### src/rtl/adc_hs_pkg.sv
package adc_hs_pkg;

  typedef enum logic [2:0] {
    ST_IDLE,
    ST_WR_LOW,
    ST_WR_REL,
    ST_WAIT,
    ST_RD_SETUP,
    ST_RD_LOW,
    ST_RD_REL
  } hsState_t;

  // control -> datapath strobes
  typedef struct packed {
    logic phaseClr;
    logic waitRun;
    logic capture;
    logic errSet;
    logic errClr;
  } hsCmd_t;

  // datapath -> control status
  typedef struct packed {
    logic wrDone;
    logic rdDone;
    logic intrLow;
    logic timeoutHit;
  } hsStat_t;

endpackage

### src/rtl/adc_hs_dpath.sv
module adc_hs_dpath
  import adc_hs_pkg::*;
#(
  parameter int DATA_W        = 8,
  parameter int WR_LOW_CYC    = 4,
  parameter int RD_SAMPLE_CYC = 3,
  parameter int TIMEOUT_CYC   = 200,
  parameter int SYNC_STAGES   = 2
) (
  input  logic              clk,
  input  logic              rstN,
  input  hsCmd_t            cmd,
  input  logic              adcIntrN,
  input  logic [DATA_W-1:0] adcData,
  output hsStat_t           stat,
  output logic [DATA_W-1:0] resultData,
  output logic              resultValid,
  output logic              timeoutErr
);

  localparam int PHASE_MAX = (WR_LOW_CYC > RD_SAMPLE_CYC) ? WR_LOW_CYC : RD_SAMPLE_CYC;
  localparam int PHASE_W   = $clog2(PHASE_MAX + 1);
  localparam int TO_W      = $clog2(TIMEOUT_CYC + 1);

  logic [PHASE_W-1:0]     phaseCnt;
  logic [TO_W-1:0]        waitCnt;
  logic [SYNC_STAGES-1:0] intrSync;

  // shared phase counter for the write-low and read-low windows
  always_ff @(posedge clk or negedge rstN) begin
    if (!rstN)                                 phaseCnt <= '0;
    else if (cmd.phaseClr)                     phaseCnt <= '0;
    else if (phaseCnt != PHASE_W'(PHASE_MAX))  phaseCnt <= phaseCnt + 1'b1;
  end

  // timeout counter, live only while waiting for the done line
  always_ff @(posedge clk or negedge rstN) begin
    if (!rstN)                                    waitCnt <= '0;
    else if (!cmd.waitRun)                        waitCnt <= '0;
    else if (waitCnt != TO_W'(TIMEOUT_CYC))       waitCnt <= waitCnt + 1'b1;
  end

  // done-line synchronizer, idles high
  always_ff @(posedge clk or negedge rstN) begin
    if (!rstN) intrSync <= '1;
    else       intrSync <= {intrSync[SYNC_STAGES-2:0], adcIntrN};
  end

  always_ff @(posedge clk or negedge rstN) begin
    if (!rstN) begin
      resultData  <= '0;
      resultValid <= 1'b0;
    end else begin
      resultValid <= cmd.capture;
      if (cmd.capture) resultData <= adcData;
    end
  end

  always_ff @(posedge clk or negedge rstN) begin
    if (!rstN)             timeoutErr <= 1'b0;
    else if (cmd.errClr)   timeoutErr <= 1'b0;
    else if (cmd.errSet)   timeoutErr <= 1'b1;
  end

  always_comb begin
    stat.wrDone     = (phaseCnt == PHASE_W'(WR_LOW_CYC - 1));
    stat.rdDone     = (phaseCnt == PHASE_W'(RD_SAMPLE_CYC - 1));
    stat.intrLow    = ~intrSync[SYNC_STAGES-1];
    stat.timeoutHit = cmd.waitRun && (waitCnt == TO_W'(TIMEOUT_CYC - 1));
  end

endmodule

### src/rtl/adc_hs_ctrl.sv
module adc_hs_ctrl
  import adc_hs_pkg::*;
(
  input  logic    clk,
  input  logic    rstN,
  input  logic    startReq,
  input  logic    contMode,
  input  hsStat_t stat,
  output hsCmd_t  cmd,
  output logic    adcCsN,
  output logic    adcWrN,
  output logic    adcRdN,
  output logic    busy
);

  hsState_t state, stateNext;
  logic     restart;
  logic     accept;

  // a start during write or wait abandons the running conversion
  assign restart = startReq && (state == ST_WR_LOW || state == ST_WAIT);
  assign accept  = (startReq && state == ST_IDLE) || restart;

  always_comb begin
    stateNext = state;
    unique case (state)
      ST_IDLE:     if (startReq) stateNext = ST_WR_LOW;
      ST_WR_LOW:   if (!restart && stat.wrDone) stateNext = ST_WR_REL;
      ST_WR_REL:   stateNext = ST_WAIT;
      ST_WAIT: begin
        if (startReq)             stateNext = ST_WR_LOW;
        else if (stat.intrLow)    stateNext = ST_RD_SETUP;
        else if (stat.timeoutHit) stateNext = ST_IDLE;
      end
      ST_RD_SETUP: stateNext = ST_RD_LOW;
      ST_RD_LOW:   if (stat.rdDone) stateNext = ST_RD_REL;
      ST_RD_REL:   stateNext = contMode ? ST_WR_LOW : ST_IDLE;
      default:     stateNext = ST_IDLE;
    endcase
  end

  always_ff @(posedge clk or negedge rstN) begin
    if (!rstN) state <= ST_IDLE;
    else       state <= stateNext;
  end

  // pins registered from the next state: no decode glitches at the pads
  always_ff @(posedge clk or negedge rstN) begin
    if (!rstN) begin
      adcCsN <= 1'b1;
      adcWrN <= 1'b1;
      adcRdN <= 1'b1;
    end else begin
      adcCsN <= !(stateNext inside {ST_WR_LOW, ST_WR_REL, ST_RD_SETUP, ST_RD_LOW, ST_RD_REL});
      adcWrN <= (stateNext != ST_WR_LOW);
      adcRdN <= (stateNext != ST_RD_LOW);
    end
  end

  always_comb begin
    cmd.phaseClr = (stateNext != state) || restart;
    cmd.waitRun  = (state == ST_WAIT);
    cmd.capture  = (state == ST_RD_LOW) && stat.rdDone;
    cmd.errSet   = (state == ST_WAIT) && !startReq && !stat.intrLow && stat.timeoutHit;
    cmd.errClr   = accept;
  end

  assign busy = (state != ST_IDLE);

endmodule

### src/rtl/adc_handshake_ctrl.sv
module adc_handshake_ctrl
  import adc_hs_pkg::*;
#(
  parameter int DATA_W        = 8,
  parameter int WR_LOW_CYC    = 4,
  parameter int RD_SAMPLE_CYC = 3,
  parameter int TIMEOUT_CYC   = 200,
  parameter int SYNC_STAGES   = 2
) (
  input  logic              clk,
  input  logic              rstN,
  input  logic              startReq,
  input  logic              contMode,
  input  logic              adcIntrN,
  input  logic [DATA_W-1:0] adcData,
  output logic              adcCsN,
  output logic              adcWrN,
  output logic              adcRdN,
  output logic [DATA_W-1:0] resultData,
  output logic              resultValid,
  output logic              busy,
  output logic              timeoutErr
);

  hsCmd_t  cmd;
  hsStat_t stat;

  adc_hs_ctrl u_ctrl (
    .clk      (clk),
    .rstN     (rstN),
    .startReq (startReq),
    .contMode (contMode),
    .stat     (stat),
    .cmd      (cmd),
    .adcCsN   (adcCsN),
    .adcWrN   (adcWrN),
    .adcRdN   (adcRdN),
    .busy     (busy)
  );

  adc_hs_dpath #(
    .DATA_W        (DATA_W),
    .WR_LOW_CYC    (WR_LOW_CYC),
    .RD_SAMPLE_CYC (RD_SAMPLE_CYC),
    .TIMEOUT_CYC   (TIMEOUT_CYC),
    .SYNC_STAGES   (SYNC_STAGES)
  ) u_dpath (
    .clk         (clk),
    .rstN        (rstN),
    .cmd         (cmd),
    .adcIntrN    (adcIntrN),
    .adcData     (adcData),
    .stat        (stat),
    .resultData  (resultData),
    .resultValid (resultValid),
    .timeoutErr  (timeoutErr)
  );

endmodule

### config.mk
export PLATFORM = sky130hd
export DESIGN_NAME = adc_handshake_ctrl
export DESIGN_NICKNAME = d
export VERILOG_FILES = /design/src/rtl/adc_hs_pkg.sv /design/src/rtl/adc_hs_dpath.sv /design/src/rtl/adc_hs_ctrl.sv /design/src/rtl/adc_handshake_ctrl.sv
export SDC_FILE = /design/constraint.sdc
export NUM_CORES = 1
export LEC_CHECK = 0
export BUFFER_PORTS_ARGS = -buffer_cell sky130_fd_sc_hd__buf_2
export CAP_MARGIN = 20
export CORE_UTILIZATION = 25
export DETAILED_ROUTE_END_ITERATION = 8
export PLACE_DENSITY = 0.43
export REMOVE_ABC_BUFFERS = 1
export SLEW_MARGIN = 30
export SYNTH_ARGS = -nofsm -noshare
export SYNTH_HDL_FRONTEND = slang
export SYNTH_SLANG_ARGS = --single-unit
### constraint.sdc
create_clock -name clk -period 2.85 [get_ports clk]
set_input_delay 0.57 -clock clk [delete_from_list [all_inputs] [get_ports clk]]
set_output_delay 0.57 -clock clk [all_outputs]
set_load 0.05 [all_outputs]
# Word-level counts from Yosys, hierarchy flattened
# Cells that the tools add are included.
dict set report word_totals {
  register_bits 29
  out_inout_bits 14
  wordCells 65
  input_bits 13
}
dict set report classes {
  n_reduce_logical 19
  n_mux 14
  n_addsub 2
  n_eq_ne 20
}
# operator n
set ops {}
lappend ops {{$mux 3} 8}
lappend ops {{$pmux 3 s7} 1}
lappend ops {{$eq 3x3->1 const B} 6}
lappend ops {{$mux 8} 2}
lappend ops {{$eq 3x2->1 const B} 5}
lappend ops {{$add 8x1->8 const B} 1}
lappend ops {{$eq 8x8->1 const B} 1}
lappend ops {{$logic_and 1x1->1} 8}
lappend ops {{$ne 8x8->1 const B} 1}
lappend ops {{$eq 3x1->1 const B} 2}
lappend ops {{$ne 3x3->1 const B} 2}
lappend ops {{$reduce_bool 5->1} 1}
lappend ops {{$reduce_bool 2->1} 2}
lappend ops {{$add 3x1->3 const B} 1}
lappend ops {{$logic_not 1->1} 3}
lappend ops {{$logic_not 3->1} 1}
lappend ops {{$logic_or 1x1->1} 3}
lappend ops {{$mux 1} 3}
lappend ops {{$ne 3x1->1 const B} 1}
lappend ops {{$ne 3x3->1} 1}
lappend ops {{$reduce_bool 3->1} 1}
lappend ops {{$ne 2x2->1 const B} 1}

# Depth between registers and ports, before layout
dict set report depth {
  depth_word 10
  mapped_depth 8
  ltp_nobuf 7
}

# Cells and area by module
# Synthesis repeated with hierarchy kept, for this count alone.
dict set report hier_totals {
  hier_cells 130
  hier_area_um2 1406.3
}
# mod cells_each instances area_per_inst_um2 seq_area_each_um2
set modules_own_cells {}
lappend modules_own_cells {adc_hs_dpath 87 1 1014.7 578.1}
lappend modules_own_cells {adc_hs_ctrl 43 1 391.6 153.9}

# Least setup slack after synthesis
# No wires, ideal clock.
dict set report synth_timing {
  path_kind {register -> register}
  from {register u_dpath.waitCnt[4]}
  to {register u_dpath.phaseCnt[0]}
  stages_incl_launch_ff 6
  required_ns 2.764
  n_path_buf 0
  synth_period_minus_slack_ns 1.759
  path_slack_ns 1.091
  setup_ns 0.086
  t_arrival_ns 1.673
  cell_sequence {dfrtp_1 nand4bb_1 or3_4 a311oi_4 o21ba_4 nor3_1}
}
dict set report synth_between {
  elab_chain_len 9
  word_cells_on_any_way 10
  classes_between {2 x eq/ne; 5 x mux; 3 x reduce/logical}
}
# item line
set synth_rtl {}
lappend synth_rtl {{start, declared} adc_hs_dpath.sv:26} ;# logic [TO_W-1:0] waitCnt;
lappend synth_rtl {{start signal, assigned} adc_hs_dpath.sv:40} ;# else if (waitCnt != TO_W'(TIMEOUT_CYC)) waitCnt <= waitCnt + 1'b1;
lappend synth_rtl {{$eq 8x8->1 (*)} adc_hs_dpath.sv:69} ;# stat.timeoutHit = cmd.waitRun && (waitCnt == TO_W'(TIMEOUT_CYC - 1));
lappend synth_rtl {{$logic_and 1x1->1 (*)} adc_hs_dpath.sv:69}
lappend synth_rtl {{$mux 3 (*)} adc_hs_ctrl.sv:33} ;# else if (stat.timeoutHit) stateNext = ST_IDLE;
lappend synth_rtl {{$mux 3 (*)} adc_hs_ctrl.sv:32} ;# else if (stat.intrLow) stateNext = ST_RD_SETUP;
lappend synth_rtl {{$mux 3 (*)} adc_hs_ctrl.sv:31} ;# if (startReq) stateNext = ST_WR_LOW;
lappend synth_rtl {{$pmux 3 s7 (*)} adc_hs_ctrl.sv:26} ;# unique case (state)
lappend synth_rtl {{$ne 3x3->1 (*)} adc_hs_ctrl.sv:61} ;# cmd.phaseClr = (stateNext != state) || restart;
lappend synth_rtl {{$logic_or 1x1->1 (*)} adc_hs_ctrl.sv:61}
lappend synth_rtl {{$mux 3 or $reduce_bool 2->1 (tied branches)} -}
lappend synth_rtl {{end signal, assigned} adc_hs_dpath.sv:33} ;# else if (phaseCnt != PHASE_W'(PHASE_MAX)) phaseCnt <= phaseCnt + 1'b1;
lappend synth_rtl {{end, declared} adc_hs_dpath.sv:25} ;# logic [PHASE_W-1:0] phaseCnt;
# Every way passes the cells marked *; elsewhere a longest branch is shown, timed or not.
# A chain may end at the register's enable or synchronous reset.

# Worst setup path in the final report
dict set report layout_timing {
  from {register u_dpath.phaseCnt[0]}
  to {register u_dpath.phaseCnt[2]}
}
dict set report layout_between {
  elab_chain_len 7
  word_cells_on_any_way 13
  classes_between {1 x add/sub; 4 x eq/ne; 5 x mux; 3 x reduce/logical}
}
# item line
set layout_rtl {}
lappend layout_rtl {{$eq 3x2->1} adc_hs_dpath.sv:66} ;# stat.wrDone = (phaseCnt == PHASE_W'(WR_LOW_CYC - 1));
lappend layout_rtl {{$logic_and 1x1->1} adc_hs_ctrl.sv:28} ;# ST_WR_LOW: if (!restart && stat.wrDone) stateNext = ST_WR_REL;
lappend layout_rtl {{$mux 3} adc_hs_ctrl.sv:28}
lappend layout_rtl {{$pmux 3 s7} adc_hs_ctrl.sv:26}
lappend layout_rtl {{$ne 3x3->1} adc_hs_ctrl.sv:61}
lappend layout_rtl {{$logic_or 1x1->1} adc_hs_ctrl.sv:61}
lappend layout_rtl {{$mux 3 or $reduce_bool 2->1 (tied branches)} -}
# Parallel ways exist; a longest one is shown, timed or not. The select of a mux whose other input is x is not followed.

==> summary.log <==
[status] run status finished, final reports clean
[cts] post-CTS setup repair buffer count 0
[placed_design] dpl cells 214
[sta] minimum clock period 1950 ps
[cells_and_area] fillcell total 543
[yosys] number of register bits inferred by synthesis 29
[cells_and_area] storage element area 732 sq um
[global_route] global-route total usage across every layer 10.5%
[yosys] synthesized area per cell 11.6 sq um
[yosys] Cells after Synth 120
[detailed_routing] final antenna-violating net count 0
[cts] post-cts sizing count 0
[placed_design] HPWL reported at the end of detailed placement 2000 microns
[cells_and_area] P&R area growth vs syn 21.6%
[pwr] power density relative to cell area 988 nW/um^2
[detailed_routing] Residual DRC 0
[cts] CTS HTree Levels 2
[critical_path] Buf/Inv on CP 2
[cts] TritonCTS buffer count 5
[cts] hold buffers post-CTS 0
[sta] pins over their slew limit 0
[sta] measured slew at the worst slew-check pin 651 ps
[global_route] pin count of the biggest net entering global routing 30
[cts] Root Buffer clkbuf_8
[cells_and_area] final instance count without filler cells 222
[critical_path] critical path class reg2reg
[floorplan] Initial Utilization 26.5%
[yosys] area leader, netlist dfrtp_1
[yosys] prevailing post-synth register cell dfrtp_1
[detailed_routing] detailed-route wire length 2730 microns
[sta] final setup violation count 0
[floorplan] core outline area 5240 sq um
[critical_path] CP Data Required Time 3030 ps
[hold_path] type of the worst min-delay path in2async
[critical_path] cell chain of the critical path inv_1 -> ha_1 -> nor2b_1 -> nor3b_1 -> buf_4 -> a311oi_4 -> o21ba_4 -> a211oi_1
[critical_path] capturing element type of the critical path flop
[global_route] aggregate global routing overflow 0
[yosys] number of enable-type register cells in the synthesized netlist 0
[detailed_routing] ratio of routed vias to standard cells 4.31
[cts] CTS tree built
[cts] sink count of the clock tree 29
[cells_and_area] final antenna diode count 0
[global_route] initial antenna violation count 0
[detailed_routing] count of routing violations after the opening detailed-route iteration 56
[yosys] async set or reset register ratio after synthesis 100%
[cells_and_area] multi-input combinational cell area 592 sq um
[cts] source-to-sink clock delay at the later pin of the worst-skew pair 280 ps
[pwr] peak supply drop 348 uV
[detailed_routing] average wire length per cell after detail routing 12.3 microns
[job] Max-Cap Viols 0
[floorplan] x dimension of the die 76.5 microns
[yosys] netlist area before placement 1390 sq um
[global_route] number of global-route vias before repair 1011
[detailed_routing] Vias 957
[floorplan] die area 5850 sq um
[floorplan] number of placement rows 26
[sta] crit path setup slack, layout 897 ps
[sta] part of the cycle the worst path needs 68.5%
[yosys] distinct cell type count of the synthesized netlist 32
[global_route] global-route wire length before repair 4720 microns
[sta] total negative slack for setup checks 0 ps
[sta] maximum clock rate 0.512 GHz
[yosys] sequential-to-total area share from yosys stat 52.8%
[placed_design] gp weighted congestion 0.780
[critical_path] CP arrival 2130 ps
[floorplan] I/O pin total 27
[sta] Hold Violations, Final 0
[pwr] Total Power Consumption 0.00167 W
[pwr] Static Leakage 0.799 nW
[sta] Hold WS 316 ps
[yosys] leading post-synthesis cells by instance count dfrtp_1, nor2_1, inv_1, mux2_2, nand3_1
[yosys] count of yosys warnings during synthesis 0
[yosys] proportion of netlist area held by the largest area contributor 43.3%
[sta] worst slew slack as a fraction of its limit 56.6%
[cells_and_area] fraction of final layout cells with drive strength greater than 1 34.9%
[cells_and_area] Total Nets Final 170
[critical_path] kind of cell adding the most delay to the critical path compound AO/OA/AOI/OAI gates
[critical_path] highest-delay cell along the critical path dfrtp_1
[sta] clk_skew 7.53 ps
[critical_path] worst stage delay on the critical path 390 ps
[sta] unrepaired setup endpoints after global routing no
[yosys] cell types occupying the most area after synthesis dfrtp_1, dfstp_2, mux2_2, ha_1, nor2_1
[placed_design] worst setup slack before clock tree synthesis 905 ps
[detailed_routing] Initial DRT Pass Iterations 4
[yosys] most frequent cell after synthesis dfrtp_1
[floorplan] Die Height 76.5 microns
[placed_design] count of input and output buffers 26
[cts] clock transition at the register clock pins on the worst setup and hold paths after CTS 60 ps
[cts] clock tree buffer depth 2
[critical_path] highest fanout seen on the critical path 10
[critical_path] kind of start point of the critical path flop
## layout make-up
type,count,area share (%)
repair buffers,27,8.15
flip-flops and latches,29,43.4
well taps,70,5.19
clock inverters,1,0.297
multi-input cells,78,35.1
inverters,10,2.22
clock buffers,7,5.71
## metal layers
metal,share of wire (%),vias to the layer above,track usage [%]
li1,-,471,-
met1,46,466,12.5
met2,48,12,16.9
met3,3.7,8,3.35
met4,1.8,0,5.19
met5,0,-,0
## report_power, final
group,switching (W),internal [W],total (W),leakage (nW)
clock,0.000154,0.000218,0.000371,0.0542
combinational,0.000460,0.000217,0.000677,0.374
sequential,0.0000854,0.000534,0.000619,0.371
total,0.000699,0.000969,0.00167,0.799
## cell families after synthesis
family / count (synthesis) / share of synthesized area [%]
mux: 11 / 8.66
flops: 29 / 52.8
xor+xnor: 7 / 4.42
simple gates: 41 / 16.1
fa+ha+maj: 6 / 5.41
compound gates: 13 / 8.12
buf+inv: 13 / 4.60
## through the flow
| step | area (sq um) | utilization, % |
|---|---|---|
| 5_1_grt | 1690 | 32.2 |
| 6_report | 1690 | 32.2 |
| 2_1_floorplan | 1360 | - |
| 3_3_place_gp | 1590 | 30.3 |
| 4_1_cts | 1690 | 32.2 |
| 3_5_place_dp | 1590 | 30.3 |
## path summary, 6_finish.rpt
kind                                     start               endpoint  slack (ps)  cells past startpoint
hold / removal                            rstN     u_dpath.timeoutErr         320                      1
hold reg to reg            u_dpath.intrSync[0]    u_dpath.intrSync[1]         350                      0
setup reg to reg           u_dpath.phaseCnt[0]    u_dpath.phaseCnt[2]         900                      8
max in group asynchronous                 rstN  u_dpath.resultData[3]        2110                      1
min in group clk           u_dpath.intrSync[0]    u_dpath.intrSync[1]         350                      0
setup / recovery           u_dpath.phaseCnt[0]    u_dpath.phaseCnt[2]         900                      8
## state kept, by name, indices dropped and copies added (netlist names), 2 cells and up
| signal | count |
|---|---|
| u_dpath.phaseCnt | 3 |
| u_dpath.intrSync | 2 |
| u_dpath.resultData | 8 |
| u_ctrl.state | 3 |
| u_dpath.waitCnt | 8 |
## placed cells by master (no fill, tap or decap), drive strengths merged, types with 5 or more instances in the layout
cell / instances
nand3: 8
ha: 6
nor3: 5
clkbuf: 7
mux2: 8
dfstp: 5
dfrtp: 24
nor2: 11
buf: 27
inv: 10
Note: power is estimated with default switching activity, not from simulation.
